==> src/rtl/ept_pkg.sv <==
package ept_pkg;

  localparam int CODE_W = 3;

  typedef struct packed {
    logic              force_low;
    logic              ev_mode;
    logic [CODE_W-1:0] code;
  } ctrl_t;

  localparam int CTRL_W = $bits(ctrl_t);

  // Divisor per rate code; 0 means no prescaler ticks.
  function automatic logic [7:0] div_of(input logic [CODE_W-1:0] c);
    logic [7:0] d;
    case (c)
      3'd1:    d = 8'd4;
      3'd2:    d = 8'd10;
      3'd3:    d = 8'd16;
      3'd4:    d = 8'd50;
      3'd5:    d = 8'd64;
      3'd6:    d = 8'd100;
      3'd7:    d = 8'd200;
      default: d = 8'd0;
    endcase
    return d;
  endfunction

endpackage

==> src/rtl/ept_prescaler.sv <==
module ept_prescaler
  import ept_pkg::*;
#(
  parameter int PRE_W = 8
) (
  input  logic              clk,
  input  logic              rst_n,
  input  logic [CODE_W-1:0] code,
  input  logic              restart,
  output logic              tick
);

  logic [PRE_W-1:0] pcnt_q, pcnt_d;
  logic [PRE_W-1:0] last;

  always_comb begin
    last = PRE_W'(div_of(code)) - PRE_W'(1);
    tick = (code != '0) && (pcnt_q >= last);
    if (restart || (code == '0) || tick) pcnt_d = '0;
    else                                 pcnt_d = pcnt_q + PRE_W'(1);
  end

  always_ff @(posedge clk or negedge rst_n) begin
    if (!rst_n) pcnt_q <= '0;
    else        pcnt_q <= pcnt_d;
  end

endmodule

==> src/rtl/ept_edge_sync.sv <==
module ept_edge_sync #(
  parameter int STAGES = 2
) (
  input  logic clk,
  input  logic rst_n,
  input  logic async_in,
  output logic rise
);

  logic [STAGES-1:0] sh_q;
  logic              prev_q;

  for (genvar i = 0; i < STAGES; i++) begin : g_stage
    if (i == 0) begin : g_first
      always_ff @(posedge clk or negedge rst_n) begin
        if (!rst_n) sh_q[i] <= 1'b0;
        else        sh_q[i] <= async_in;
      end
    end else begin : g_next
      always_ff @(posedge clk or negedge rst_n) begin
        if (!rst_n) sh_q[i] <= 1'b0;
        else        sh_q[i] <= sh_q[i-1];
      end
    end
  end

  always_ff @(posedge clk or negedge rst_n) begin
    if (!rst_n) prev_q <= 1'b0;
    else        prev_q <= sh_q[STAGES-1];
  end

  assign rise = sh_q[STAGES-1] & ~prev_q;

endmodule

==> src/rtl/ept_downcounter.sv <==
module ept_downcounter #(
  parameter int CNT_W = 8
) (
  input  logic             clk,
  input  logic             rst_n,
  input  logic             step,
  input  logic             load_now,
  input  logic             reload_wr,
  input  logic [CNT_W-1:0] wr_val,
  output logic [CNT_W-1:0] count,
  output logic             irq,
  output logic             toggle
);

  logic [CNT_W-1:0] cnt_q, cnt_d, rel_q, rel_d;
  logic             irq_q, irq_d, tog_q, tog_d;

  always_comb begin
    rel_d = reload_wr ? wr_val : rel_q;
    irq_d = step && !load_now && (cnt_q == CNT_W'(1));
    cnt_d = cnt_q;
    if (load_now)   cnt_d = wr_val;
    else if (irq_d) cnt_d = rel_d;
    else if (step)  cnt_d = cnt_q - CNT_W'(1);
    tog_d = tog_q ^ irq_d;
  end

  always_ff @(posedge clk or negedge rst_n) begin
    if (!rst_n) begin
      cnt_q <= '0;
      rel_q <= '0;
      irq_q <= 1'b0;
      tog_q <= 1'b0;
    end else begin
      cnt_q <= cnt_d;
      rel_q <= rel_d;
      irq_q <= irq_d;
      tog_q <= tog_d;
    end
  end

  assign count  = cnt_q;
  assign irq    = irq_q;
  assign toggle = tog_q;

endmodule

==> src/rtl/evt_prescale_timer.sv <==
module evt_prescale_timer
  import ept_pkg::*;
#(
  parameter int CNT_W       = 8,
  parameter int PRE_W       = 8,
  parameter int SYNC_STAGES = 2
) (
  input  logic             clk,
  input  logic             rst_n,
  input  logic             cpu_we,
  input  logic             cpu_sel,
  input  logic [CNT_W-1:0] cpu_wdata,
  output logic [CNT_W-1:0] cpu_rdata,
  input  logic             ev_in,
  output logic             irq,
  output logic             tmr_out
);

  localparam int PAD_W = CNT_W - CTRL_W;

  logic [1:0]       rs_q;
  logic             rst_q_n;
  ctrl_t            ctrl_q, ctrl_d;
  logic             ctrl_wr, data_wr, running, restart;
  logic             tick, ev_rise, step, load_now, toggle, force_low;
  logic [CNT_W-1:0] count;

  // Reset synchroniser: asynchronous assert, synchronous release.
  always_ff @(posedge clk or negedge rst_n) begin
    if (!rst_n) rs_q <= '0;
    else        rs_q <= {rs_q[0], 1'b1};
  end
  assign rst_q_n = rs_q[1];

  always_comb begin
    ctrl_wr   = cpu_we & ~cpu_sel;
    data_wr   = cpu_we &  cpu_sel;
    running   = ctrl_q.ev_mode | (ctrl_q.code != '0);
    restart   = ctrl_wr && (cpu_wdata[CODE_W-1:0] != ctrl_q.code);
    ctrl_d    = ctrl_wr ? ctrl_t'(cpu_wdata[CTRL_W-1:0]) : ctrl_q;
    step      = ctrl_q.ev_mode ? ev_rise : tick;
    load_now  = data_wr & ~running;
    force_low = ctrl_q.force_low;
  end

  always_ff @(posedge clk or negedge rst_q_n) begin
    if (!rst_q_n) ctrl_q <= '0;
    else          ctrl_q <= ctrl_d;
  end

  ept_prescaler #(.PRE_W(PRE_W)) u_pre (
    .clk     (clk),
    .rst_n   (rst_q_n),
    .code    (ctrl_q.code),
    .restart (restart),
    .tick    (tick)
  );

  ept_edge_sync #(.STAGES(SYNC_STAGES)) u_sync (
    .clk      (clk),
    .rst_n    (rst_q_n),
    .async_in (ev_in),
    .rise     (ev_rise)
  );

  ept_downcounter #(.CNT_W(CNT_W)) u_cnt (
    .clk       (clk),
    .rst_n     (rst_q_n),
    .step      (step),
    .load_now  (load_now),
    .reload_wr (data_wr),
    .wr_val    (cpu_wdata),
    .count     (count),
    .irq       (irq),
    .toggle    (toggle)
  );

  assign tmr_out   = ~force_low & toggle;
  assign cpu_rdata = cpu_sel ? count : {{PAD_W{1'b0}}, ctrl_q};

endmodule

==> config.mk <==
export PLATFORM = sky130hd
export DESIGN_NAME = evt_prescale_timer
export DESIGN_NICKNAME = d
export VERILOG_FILES = /design/src/rtl/ept_pkg.sv /design/src/rtl/ept_prescaler.sv /design/src/rtl/ept_edge_sync.sv /design/src/rtl/ept_downcounter.sv /design/src/rtl/evt_prescale_timer.sv
export SDC_FILE = /design/constraint.sdc
export NUM_CORES = 1
export LEC_CHECK = 0
export BUFFER_PORTS_ARGS = -buffer_cell sky130_fd_sc_hd__buf_4
export CAP_MARGIN = 10
export CORE_MARGIN = 2
export CORE_UTILIZATION = 45
export CTS_CLUSTER_DIAMETER = 80
export DETAILED_ROUTE_END_ITERATION = 10
export PLACE_DENSITY_LB_ADDON = 0.2
export SLEW_MARGIN = 5
export SYNTH_ARGS = -nofsm -noshare
export SYNTH_HDL_FRONTEND = slang
export SYNTH_SLANG_ARGS = --single-unit
==> constraint.sdc <==
create_clock -name clk -period 3.63 [get_ports clk]
set_clock_uncertainty 0.1 [all_clocks]
set_input_delay 0.5445 -clock clk [delete_from_list [all_inputs] [get_ports clk]]
set_output_delay 0.5445 -clock clk [all_outputs]
set_load 0.05 [all_outputs]
==> flow_metrics.py <==
metrics = {
    "sta": {
        "finalHoldViolations": 0,
        "fmaxAchievable_mhz": 320,
        "maxSlewViolCount": 0,
        "tns_ns": 0,
        "fin_crit_ns": 3.12,
        "rsz0062_at_grt": "false",
        "setup_viol": 0,
        "max_slew_margin": 0.562,
        "worst_pin_slew_ns": 0.654,
        "worst_slack_ns": 0.506,
        "timing.final.crit_share": 0.861,
    },
    "setup_path": {
        "crit_path_start_kind": "flop",
        "cp.arrival_ns": 3.25,
        "rr_endpoint": "u_cnt.count[0]$_DFFE_PN0P_",
        "worstRegToRegCells": 12,
        "worstSetupPathType": "flop to flop",
        "crit_path_max_fanout": 13,
        "cp-end-kind": "flop",
        "r2r_setup_slack_ns": 0.51,
        "timing.rr.start": "ctrl_q[1]$_DFFE_PN0P_",
        "cp.required_ns": 3.75,
    },
    "placed_design": {
        "globalplace.congestion": 0.831,
        "numPortBuffers": 22,
        "dp_hpwl_um": 2910,
        "dpl-instance-area_um2": 2270,
        "place_ws_ns": 0.305,
    },
    "finish": {
        "multi_input_area_um2": 1080,
        "antenna_cells": 0,
        "nNetsFinal": 248,
        "layout-drive-gt1-share": 0.258,
        "nFillCells": 394,
        "regArea_um2": 901,
        "final_area_um2": 2380,
        "syn_to_final_growth_pct": 14.9,
    },
    "die": {
        "die-area_um2": 5170,
        "num_rows": 24,
        "start_util": 0.473,
        "ios": 23,
        "dieHeight_um": 71.9,
        "die_w_um": 71.9,
        "coreArea_um2": 4380,
    },
    "cts": {
        "cts_buffers": 5,
        "cts.path.max_buffers": 2,
        "cts_max_level": 2,
        "cts.root.buffer_cell": "clkbuf_8",
        "cts_num_sinks": 36,
        "postCtsSetupBuffers": 0,
        "insertion_delay_ns": 0.29,
        "path_clk_slew_ns": 0.07,
        "cts_tree": "yes",
    },
    "global_route": {
        "grt-ovfl-total": 0,
        "grt_util_all_layers": 0.183,
        "grt_max_degree": 34,
        "grt_pass1_vias": 1493,
        "antenna_found_initial": 0,
        "grt_pass1_wl_um": 7240,
    },
    "routing": {
        "routedWlPerCell_um": 15.0,
        "drtAntennaViolNets": 0,
        "totalWireLength_um": 4160,
        "viasPerCell": 5.45,
        "drt_pass1_iterations": 4,
        "drt-initial-drc-count": 92,
        "drc_errors": 0,
        "vias": 1509,
    },
    "yosys": {
        "synth_top_area_frac": 0.434,
        "synth.most_common_cell": "dfrtp_1",
        "synth_largest_area_cell": "dfrtp_1",
        "synth_cell_types": 38,
        "synth_seq_cells": 36,
        "mappedNetlistArea_um2": 2070,
        "ys.flop_type": "dfrtp_1",
        "syn_inst": 198,
        "avgSynthCellArea_um2": 10.5,
        "synth_area_leaders": "dfrtp_1 (43%), mux2_2 (8.7%), ha_1 (6.6%)",
        "syn_nets": 222,
        "synth_edf_count": 0,
        "ys_seq_area_frac": 0.434,
        "yosys-top-cells-count": "dfrtp_1 (36), mux2_2 (16), nor2_1 (14), a21oi_1 (13)",
        "yosys_warnings": 0,
        "async_reset_ff_frac": 1.00,
    },
    "power_and_ir_drop": {
        "power.density_nw_per_um2": 629,
        "switching_share": 0.399,
        "clkPwrFrac": 0.195,
        "irDropWorstVdd_mv": 0.254,
        "p_comb_frac": 0.400,
        "power.internal_uw": 901,
        "switchingPower_uw": 597,
        "p_leak_nw": 1.07,
        "sequentialPowerShare": 0.406,
    },
    "hold_path": {
        "hold_class": "flop to async pin",
    },
    "run": {
        "drv_cap": 0,
    },
    "status": {
        "run_status": "finished clean",
    },
}
repair_timing:
item | 4_1_cts | 5_1_grt
resized for setup | 0 | 1
endpoints found under the hold margin | 3 | 0
hold buffers | 2 | 0
endpoints found under the setup margin | 0 | 8
worst max-delay path, stage by stage, from the launching register on:
cell	delay, ns
dfrtp_1	0.62
nand2_1	0.10
nor2_1	0.10
a21oi_1	0.05
ha_1	0.26
nor2b_1	0.15
a21oi_1	0.18
ha_1	0.27
a21oi_1	0.14
o21ai_0	0.17
a221oi_4	0.31
nor2b_2	0.40
a221o_1	0.21
stage by stage:
stage / hold WS [ns] / total power, mW / util / std cells
after detailed placement: -0.0844 / 1.21 / 0.518 / 267
final: 0.186 / 1.50 / 0.544 / 277
after floorplan: 0.149 / 1.08 / - / 198
after global placement: -0.0896 / 1.20 / 0.518 / 267
after CTS: 0.203 / 1.51 / 0.543 / 277
after global routing: 0.250 / 1.62 / 0.544 / 277
logic make-up (layout without fill, tap and decap cells):
logic type,after synthesis,count (layout),share of synthesized area
xor gates and xnor gates,14,14,0.0591
and+or+nand+nor,59,59,0.154
other,1,1,0.00181
DFF,36,36,0.434
adders and majority gates,11,11,0.0663
buffers and inverters,18,45,0.0452
muxes,16,16,0.0869
AOI/OAI and AO/OA,43,43,0.153
layout by cell type (no fill, tap or decap), types with 3 or more instances in the layout:
master / synthesis / final
a211oi_1: 5 / 5
a21oi_1: 13 / 13
a221o_1: 8 / 8
and2_1: 3 / 3
and3_1: 3 / 3
buf_4: 1 / 25
clkbuf_8: 0 / 6
dfrtp_1: 36 / 36
ha_1: 11 / 11
inv_1: 10 / 10
mux2_2: 16 / 16
nand2_1: 11 / 11
nand2b_1: 3 / 3
nand3_1: 5 / 5
nor2_1: 14 / 14
nor2_2: 5 / 5
nor2b_1: 4 / 3
nor3_1: 4 / 4
o211ai_1: 3 / 3
o21ai_0: 7 / 7
xnor2_1: 7 / 7
xor2_1: 7 / 7
layer usage:
| layer | share of wire | vias up | global-route usage |
|---|---|---|---|
| met1 | 0.51 | 712 | 0.278 |
| met3 | 0.046 | 6 | 0.0458 |
| met4 | 0.015 | 0 | 0.0587 |
| met5 | 0 | - | 0 |
| met2 | 0.42 | 32 | 0.255 |
| li1 | - | 759 | - |
power by group through the flow:
stage               logic [mW]  clock network [mW]  registers, mW
floorplan                0.511                   0          0.564
global placement         0.593                   0          0.611
detailed placement       0.599                   0          0.614
CTS                      0.604               0.299          0.607
global route             0.672               0.319          0.626
finish                   0.599               0.292          0.608
area by class of cell:
class | count | share of cell area
Multi-Input combinational cell | 144 | 0.454
Sequential cell | 36 | 0.378
Timing Repair Buffer | 27 | 0.0871
Clock buffer | 8 | 0.0378
Tap cell | 52 | 0.0273
Inverter | 10 | 0.0157
sequential cells by signal (all words and copies together), names as in the netlist:
name           cells
u_pre.pcnt_q       8
u_cnt.count        8
u_sync.sh_q        2
u_sync.prev_q      1
ctrl_q             4
force_low          1
u_cnt.irq          1
u_cnt.toggle       1
u_cnt.rel_q        8
rs_q               2
how the worst max path moves through the flow:
stage	to	slack, ns	start	depth (start not counted)
global route	u_cnt.count[2]$_DFFE_PN0P_	0.20	ctrl_q[1]$_DFFE_PN0P_	12
floorplan	u_cnt.count[0]$_DFFE_PN0P_	0.59	ctrl_q[1]$_DFFE_PN0P_	13
global placement	u_cnt.count[4]$_DFFE_PN0P_	0.41	ctrl_q[1]$_DFFE_PN0P_	12
finish	u_cnt.count[0]$_DFFE_PN0P_	0.51	ctrl_q[1]$_DFFE_PN0P_	12
CTS	u_cnt.count[0]$_DFFE_PN0P_	0.27	ctrl_q[1]$_DFFE_PN0P_	11
detailed placement	u_cnt.count[7]$_DFFE_PN0P_	0.30	ctrl_q[1]$_DFFE_PN0P_	11
(Power assumes the default switching activity.)
